[src/rtl/fss_pkg.sv]
package fss_pkg;

    localparam int REG_W = 32;
    localparam int ADDR_W = 2;

    // Control register field positions (software-visible)
    localparam int CTRL_START   = 0;
    localparam int CTRL_MODE    = 1;
    localparam int CTRL_BYPASS  = 4;
    localparam int CTRL_PADHOLD = 13;
    localparam int CTRL_BUFFER  = 15;

    localparam logic [REG_W-1:0] CTRL_WMASK =
        (REG_W'(1) << CTRL_START) | (REG_W'(1) << CTRL_MODE) |
        (REG_W'(1) << CTRL_BYPASS) | (REG_W'(1) << CTRL_PADHOLD) |
        (REG_W'(1) << CTRL_BUFFER);

    localparam logic [ADDR_W-1:0] ADDR_CTRL   = 2'd0;
    localparam logic [ADDR_W-1:0] ADDR_MASK   = 2'd1;
    localparam logic [ADDR_W-1:0] ADDR_TIMING = 2'd2;

    typedef enum logic [2:0] {
        ST_IDLE,
        ST_WAIT_READY,
        ST_PAD_HOLD,
        ST_SWITCH_CLK,
        ST_UPDATE_TIMING,
        ST_RELEASE,
        ST_DONE
    } seq_state_t;

endpackage

[src/rtl/fss_ready_gate.sv]
module fss_ready_gate #(
    parameter int NUM_MASTERS = 32
) (
    input  logic [NUM_MASTERS-1:0] master_rdy_i,
    input  logic [NUM_MASTERS-1:0] mask_i,
    output logic                   all_ready_o
);

    logic [NUM_MASTERS-1:0] ok;

    for (genvar g = 0; g < NUM_MASTERS; g++) begin : g_master
        assign ok[g] = master_rdy_i[g] | mask_i[g];
    end

    assign all_ready_o = &ok;

endmodule

[src/rtl/fss_regs.sv]
module fss_regs
    import fss_pkg::*;
#(
    parameter int               NUM_MASTERS  = 32,
    parameter logic [REG_W-1:0] RESET_TIMING = 32'h0010_0008
) (
    input  logic                   clk,
    input  logic                   rst_n,
    input  logic                   wr_en_i,
    input  logic [ADDR_W-1:0]      addr_i,
    input  logic [REG_W-1:0]       wdata_i,
    output logic [REG_W-1:0]       rdata_o,
    input  logic                   done_i,
    input  logic                   apply_i,
    output logic                   start_o,
    output logic                   mode_o,
    output logic                   bypass_o,
    output logic                   padhold_o,
    output logic                   buffer_o,
    output logic [NUM_MASTERS-1:0] mask_o,
    output logic [REG_W-1:0]       active_o
);

    typedef struct packed {
        logic [REG_W-1:0]       ctrl;
        logic [NUM_MASTERS-1:0] mask;
        logic [REG_W-1:0]       shadow;
        logic [REG_W-1:0]       active;
    } regs_t;

    regs_t q, d;
    logic  wr_ctrl, wr_mask, wr_timing;
    logic [REG_W-1:0] mask_ext;

    always_comb begin
        wr_ctrl   = wr_en_i && (addr_i == ADDR_CTRL);
        wr_mask   = wr_en_i && (addr_i == ADDR_MASK);
        wr_timing = wr_en_i && (addr_i == ADDR_TIMING);

        d = q;
        if (wr_ctrl && !q.ctrl[CTRL_START]) begin
            d.ctrl = wdata_i & CTRL_WMASK;
        end
        if (wr_mask) begin
            d.mask = wdata_i[NUM_MASTERS-1:0];
        end
        if (wr_timing) begin
            d.shadow = wdata_i;
            if (!q.ctrl[CTRL_BUFFER]) begin
                d.active = wdata_i;
            end
        end
        if (apply_i) begin
            d.active = d.shadow;
        end
        if (done_i) begin
            d.ctrl[CTRL_START] = 1'b0;
        end
    end

    always_ff @(posedge clk or negedge rst_n) begin
        if (!rst_n) begin
            q.ctrl   <= '0;
            q.mask   <= '0;
            q.shadow <= RESET_TIMING;
            q.active <= RESET_TIMING;
        end else begin
            q <= d;
        end
    end

    always_comb begin
        mask_ext = '0;
        mask_ext[NUM_MASTERS-1:0] = q.mask;
        case (addr_i)
            ADDR_CTRL:   rdata_o = q.ctrl;
            ADDR_MASK:   rdata_o = mask_ext;
            ADDR_TIMING: rdata_o = q.shadow;
            default:     rdata_o = '0;
        endcase
    end

    assign start_o   = q.ctrl[CTRL_START];
    assign mode_o    = q.ctrl[CTRL_MODE];
    assign bypass_o  = q.ctrl[CTRL_BYPASS];
    assign padhold_o = q.ctrl[CTRL_PADHOLD];
    assign buffer_o  = q.ctrl[CTRL_BUFFER];
    assign mask_o    = q.mask;
    assign active_o  = q.active;

endmodule

[src/rtl/fss_fsm.sv]
module fss_fsm
    import fss_pkg::*;
(
    input  logic clk,
    input  logic rst_n,
    input  logic start_i,
    input  logic all_ready_i,
    input  logic padhold_en_i,
    input  logic pad_ack_i,
    input  logic clk_ack_i,
    output logic pad_req_o,
    output logic clk_req_o,
    output logic apply_o,
    output logic done_o
);

    typedef struct packed {
        seq_state_t state;
    } fsm_t;

    fsm_t q, d;

    always_comb begin
        d         = q;
        pad_req_o = 1'b0;
        clk_req_o = 1'b0;
        apply_o   = 1'b0;
        done_o    = 1'b0;
        case (q.state)
            ST_IDLE: begin
                if (start_i) d.state = ST_WAIT_READY;
            end
            ST_WAIT_READY: begin
                if (all_ready_i) begin
                    d.state = padhold_en_i ? ST_PAD_HOLD : ST_SWITCH_CLK;
                end
            end
            ST_PAD_HOLD: begin
                pad_req_o = 1'b1;
                if (pad_ack_i) d.state = ST_SWITCH_CLK;
            end
            ST_SWITCH_CLK: begin
                pad_req_o = padhold_en_i;
                clk_req_o = 1'b1;
                if (clk_ack_i) d.state = ST_UPDATE_TIMING;
            end
            ST_UPDATE_TIMING: begin
                pad_req_o = padhold_en_i;
                apply_o   = 1'b1;
                d.state   = ST_RELEASE;
            end
            ST_RELEASE: begin
                if (!padhold_en_i || !pad_ack_i) d.state = ST_DONE;
            end
            ST_DONE: begin
                done_o  = 1'b1;
                d.state = ST_IDLE;
            end
            default: d.state = ST_IDLE;
        endcase
    end

    always_ff @(posedge clk or negedge rst_n) begin
        if (!rst_n) begin
            q.state <= ST_IDLE;
        end else begin
            q <= d;
        end
    end

endmodule

[src/rtl/freq_switch_seq.sv]
module freq_switch_seq
    import fss_pkg::*;
#(
    parameter int               NUM_MASTERS  = 32,
    parameter logic [REG_W-1:0] RESET_TIMING = 32'h0010_0008
) (
    input  logic                   clk,
    input  logic                   rst_n,
    input  logic                   reg_wr_en,
    input  logic [1:0]             reg_addr,
    input  logic [31:0]            reg_wdata,
    output logic [31:0]            reg_rdata,
    input  logic [NUM_MASTERS-1:0] master_rdy,
    output logic                   pad_hold_req,
    input  logic                   pad_hold_ack,
    output logic                   clk_switch_req,
    input  logic                   clk_switch_ack,
    output logic                   clk_mode,
    output logic                   clk_bypass,
    output logic [15:0]            refresh_interval,
    output logic [15:0]            refresh_cycles
);

    logic                   start, padhold_en, buffer_en;
    logic                   done, apply, all_ready;
    logic [NUM_MASTERS-1:0] mask;
    logic [REG_W-1:0]       active;

    fss_regs #(
        .NUM_MASTERS (NUM_MASTERS),
        .RESET_TIMING(RESET_TIMING)
    ) regs_i (
        .clk      (clk),
        .rst_n    (rst_n),
        .wr_en_i  (reg_wr_en),
        .addr_i   (reg_addr),
        .wdata_i  (reg_wdata),
        .rdata_o  (reg_rdata),
        .done_i   (done),
        .apply_i  (apply),
        .start_o  (start),
        .mode_o   (clk_mode),
        .bypass_o (clk_bypass),
        .padhold_o(padhold_en),
        .buffer_o (buffer_en),
        .mask_o   (mask),
        .active_o (active)
    );

    fss_ready_gate #(
        .NUM_MASTERS(NUM_MASTERS)
    ) gate_i (
        .master_rdy_i(master_rdy),
        .mask_i      (mask),
        .all_ready_o (all_ready)
    );

    fss_fsm fsm_i (
        .clk         (clk),
        .rst_n       (rst_n),
        .start_i     (start),
        .all_ready_i (all_ready),
        .padhold_en_i(padhold_en),
        .pad_ack_i   (pad_hold_ack),
        .clk_ack_i   (clk_switch_ack),
        .pad_req_o   (pad_hold_req),
        .clk_req_o   (clk_switch_req),
        .apply_o     (apply),
        .done_o      (done)
    );

    assign refresh_interval = active[31:16];
    assign refresh_cycles   = active[15:0];

endmodule

[config.mk]
export PLATFORM = sky130hd
export DESIGN_NAME = freq_switch_seq
export DESIGN_NICKNAME = d
export VERILOG_FILES = /design/src/rtl/fss_pkg.sv /design/src/rtl/fss_ready_gate.sv /design/src/rtl/fss_regs.sv /design/src/rtl/fss_fsm.sv /design/src/rtl/freq_switch_seq.sv
export SDC_FILE = /design/constraint.sdc
export NUM_CORES = 1
export LEC_CHECK = 0
export BUFFER_PORTS_ARGS = -buffer_cell sky130_fd_sc_hd__buf_2
export CAP_MARGIN = 20
export CELL_PAD_IN_SITES_DETAIL_PLACEMENT = 0
export CELL_PAD_IN_SITES_GLOBAL_PLACEMENT = 1
export CORE_MARGIN = 1
export CORE_UTILIZATION = 37
export CTS_CLUSTER_DIAMETER = 200
export DETAILED_ROUTE_END_ITERATION = 10
export PLACE_DENSITY = 0.73
export SETUP_SLACK_MARGIN = 0.02
export SLEW_MARGIN = 20
export SYNTH_ARGS = -nofsm -noshare
export SYNTH_HDL_FRONTEND = slang
export SYNTH_SLANG_ARGS = --single-unit
[constraint.sdc]
create_clock -name clk -period 1.5 [get_ports clk]
set_clock_uncertainty 0.05 [all_clocks]
set_input_delay 0.225 -clock clk [delete_from_list [all_inputs] [get_ports clk]]
set_output_delay 0.225 -clock clk [all_outputs]
set_load 0.02 [all_outputs]
After elaboration in Yosys (flattened, before gate mapping)
Cells that the tools add are included.
Word-level totals
  bits in registers: 104
  output and inout bits: 68
Cells by class
  bitwise operators: 32
  reduce and logical (&&, ||, !) cells: 16
  multiplexer cells: 17
  equal/unequal tests: 14
Operators with widths (number)
  32-bit one-hot mux with 3 select lines: 1
  32-bit 2-to-1 mux: 2
  64-bit 2-to-1 mux: 1
  1-bit OR: 32
  32-bit AND reduction: 1
  3-bit one-hot mux with 6 select lines: 1
  3-bit 2-to-1 mux: 5
  2-bit inequality test, second input constant: 5
  3-bit equality test, second input constant: 3
  3-bit by 2-bit equality test with 1-bit output, second input constant: 2
  1-bit 2-to-1 mux: 6
  5-bit AND reduction: 1
  1-bit logical AND: 4
  2-bit nonzero test: 2
  3-bit by 1-bit equality test with 1-bit output, second input constant: 1
  1-bit zero test: 3
  3-bit zero test: 1
  2-bit by 1-bit equality test with 1-bit output, second input constant: 1
  2-bit equality test, second input constant: 1
  2-bit zero test: 1
  2-bit by 1-bit inequality test with 1-bit output, second input constant: 1
  1-bit one-hot mux with 2 select lines: 1
  2-bit AND reduction: 1
  2-bit OR reduction: 1
  1-bit logical OR: 1

Depth between registers and ports, before layout
  depth in word-level cells: 5
  mapped depth: 7
  gate-level depth less buffers: 5

By module
Synthesis repeated with hierarchy kept, for this count alone.
Second synthesis, totals
  cells, all modules: 468
  area, all modules: 5435.2 um^2
By module, submodules not included
  fss_regs: cells each 411, seq. area each 2532.4 um^2, area each 5057.4 um^2, times used 1
  fss_fsm: cells each 30, seq. area each 75.1 um^2, area each 231.5 um^2, times used 1
  fss_ready_gate: cells each 27, seq. area each 0.0 um^2, area each 146.4 um^2, times used 1

Worst setup path before layout
OpenSTA, ideal clock, no wires.
  kind: in2out
  from: input reg_addr[0]
  to: output reg_rdata[0]
  data arrival time: 1267 ps
  stages: 6
  path slack: -42 ps
  path through: buf_2 > nor2b_1 > clkbuf_1 > clkbuf_1 > nand2_1 > o21ai_0
On the way
  longest elaborated chain between the ends: 2
  elaborated cells between the ends (all ways): 4
Ends and longest elaborated chain
  start, declared: line freq_switch_seq.sv:10  | input logic [1:0] reg_addr,
  2-bit equality test (tied with other cells): line fss_regs.sv:75  | case (addr_i)
  32-bit one-hot mux with 3 select lines *: line fss_regs.sv:75
  end, declared: line freq_switch_seq.sv:12  | output logic [31:0] reg_rdata,
Every way passes the cells marked *; elsewhere a longest branch is shown, timed or not.

Worst setup path in the final report
  from: register fsm_i.q[1] (netlist name)
  to: output pad_hold_req
On the way
  longest elaborated chain between the ends: 3
  elaborated cells between the ends (all ways): 5
Ends and longest elaborated chain
  start, declared: line fss_fsm.sv:21  | fsm_t q, d;
  3-bit equality test / 3-bit by 2-bit equality test with 1-bit output (equally long branches): line fss_fsm.sv:29  | case (q.state)
  2-bit OR reduction (no source line)
  1-bit one-hot mux with 2 select lines *: line fss_fsm.sv:29
  end, declared: line freq_switch_seq.sv:14  | output logic pad_hold_req,
Marked as above.

==> metrics.txt <==
layout cells sized above 1=53.63%; ys async rst share=100.0%; period utilisation layout=108.1%; vias in the first global route=3818; CP Data Required Time=1.22 ns; Root Driver=clkbuf_16; clk slew on worst S/H paths=0.07 ns; RSZ-0062 raised after global routing=yes; DIE AREA=13640 um^2; largest net degree at the start of global routing=48; Layout fillers=1201; Slew Limit Fails=0; most frequent cells in the layout=buf_2, dfrtp_1, mux2_2; Critical path origin=fsm_i.q[1]$_DFFE_PN0P_; FF-to-FF Start=fsm_i.q[2]$_DFFE_PN0P_; Post-Route WL=13.75 mm; GRT Overall Usage=21.07%; die height=116.8 um; post-layout minimum cycle time=1.622 ns; IO buf count=138; CP Launch Type=flip-flop; Pre-Repair DR Iteration Count=8; Setup Viol. Count Final=33; worst hold path class=primary input to flip-flop; CTS tree=built; R2R setup slack=-0.10 ns; Ys Warns=0; crit end category=output pin; Avg Vias per Cell=5.350; Clock Latency Late Sink=0.35 ns; routed len/inst=19.39 um; Overall Power=10.39 mW; Setup CP Type=flip-flop to output pin; clk buf depth=2; power per cell area=1629 nW/um^2; Int Power=6.673 mW; clock share of power=22.9%; Comb pwr share=35.9%; Leak Pwr=3.181 nW; syn_nets=463; Switch Pwr=3.715 mW; initial drt markers=304; #FFs+latches synth=104; first-pass GRT wire length=20.97 mm; IO Pins=139; Main synth FF type=dfrtp_1; GPL Wtd Cong=0.7759; setup TNS=-1.777 ns; starting density of the core=38.32%; synthesized area=4875 um^2; number of synthesized flops with an enable pin=0; sequential power share=41.2%; failing checks=setup timing; Syn Inst Count=392; DRC Markers=0; DP Worst Slack=-0.1040 ns; Ant. Diodes=0; ANT nets after route=0; H-tree depth=3; synthesized area per cell=12.44 um^2; GRT overflow=0; core area=12720 um^2; register area share after synthesis=53.49%; Worst Path Arrival=1.35 ns; Cell Count, Final, Fillers Out=709; CTS Sinks=104; actual slew at the worst max-slew pin=0.3301 ns; worst vdd ir=614.0 uV; HP Start=reg_wdata[14]; Hold WS=0.08087 ns; Placed Instances=677; Die W=116.8 um; largest fanout on the critical path=3; MaxCap Viol Count=0; post-layout net count=603; setup ws final=-0.1217 ns; row count=41; initial antenna violation count=0; Hold Fails Final Rpt=0; via count=3793; commonest non-fill, non-tap cell in the layout=buf_2; DP Wirelength=9.693 mm; Sw Share=35.76%; fmax=0.6167 GHz; Cell variety after synth=34; Rel. slew slack=77.99%; status=finished, violations left; Num CTS Buffers=9; synth-to-layout area growth=30.80%
-- cell families after synthesis --
| family | share of synthesized area (%) |
|---|---|
| AOI/OAI and AO/OA | 15.99 |
| muxes | 16.74 |
| buffers and inverters | 10.42 |
| DFF | 53.49 |
| and+or+nand+nor | 3.363 |
-- layout make-up --
class | instances | area [um^2] | area share (%)
flip-flops and latches | 104 | 2609 | 40.91
multi-input cells | 199 | 1836 | 28.79
repair buffers | 185 | 1291 | 20.25
clock buffers | 9 | 225.2 | 3.532
well taps | 172 | 215.2 | 3.375
inverters | 33 | 123.9 | 1.943
clock inverters | 7 | 76.32 | 1.197
-- power groups by stage --
stage / Sequential [mW] / Clock, mW / Combinational, mW
final: 4.28 / 2.38 / 3.73
after global routing: 4.39 / 2.54 / 4.03
after floorplan: 4.16 / 0 / 2.69
after CTS: 4.28 / 2.44 / 3.63
after global placement: 4.30 / 0 / 3.33
after detailed placement: 4.34 / 0 / 3.40
-- state kept, by name, indices dropped and copies added (netlist names) --
name,flops
regs_i.mask_o,32
regs_i.buffer_o,1
regs_i.start_o,1
regs_i.bypass_o,1
fsm_i.q,3
regs_i.active_o,32
regs_i.q,32
regs_i.mode_o,1
regs_i.padhold_o,1
-- synthesized netlist by cell type, types with 6 or more instances --
cell type | n | area [um^2]
dfrtp_1 | 100 | 2502
mux2_2 | 68 | 765.7
inv_1 | 33 | 123.9
a222oi_1 | 32 | 320.3
buf_4 | 32 | 240.2
a22o_1 | 27 | 236.5
o22ai_1 | 16 | 100.1
buf_2 | 13 | 65.06
nand2_1 | 9 | 33.78
o21ai_0 | 8 | 40.04
nor2_1 | 7 | 26.28
clkbuf_1 | 6 | 22.52
-- critical path, stage by stage (launching register included) --
cell and delay (ns):
dfrtp_1 0.39, nand2b_4 0.14, nand2b_4 0.15, nand2_1 0.07, nand2_1 0.04, o21ai_1 0.06, buf_4 0.15
-- what timing repair did --
action	4_1_cts	5_1_grt
buffers inserted	7	8
pin swaps	35	6
endpoints found under the hold margin	102	0
hold buffers	1	0
resized for setup	23	23
setup endpoints to repair	64	68
-- layer usage --
metal,share of wire [%],wire [um],global-route usage [%]
met1,44,6074,28.60
met2,50,6911,35.07
met3,4.7,653,3.553
met4,0.81,111,5.570
met5,0,0,0
-- stage by stage --
stage | cell area (um^2) | util [%]
3_5_place_dp | 5799 | 45.58
5_1_grt | 6376 | 50.12
6_report | 6376 | 50.12
2_1_floorplan | 4883 | -
3_3_place_gp | 5799 | 45.58
4_1_cts | 6246 | 49.10
-- path summary, 6_finish.rpt --
| check | to | cells after the start |
|---|---|---|
| min in group asynchronous | regs_i.active_o[14]$_DFFE_PN0P_ | 2 |
| worst min-delay path | regs_i.active_o[14]$_DFFE_PN0P_ | 3 |
| worst max register to register | regs_i.active_o[0]$_DFFE_PN0P_ | 7 |
| max in group asynchronous | regs_i.active_o[3]$_DFFE_PN1P_ | 3 |
| worst min register to register | regs_i.active_o[2]$_DFFE_PN0P_ | 2 |
| worst max-delay path | pad_hold_req | 6 |
Power figures use the tool's default switching activity.
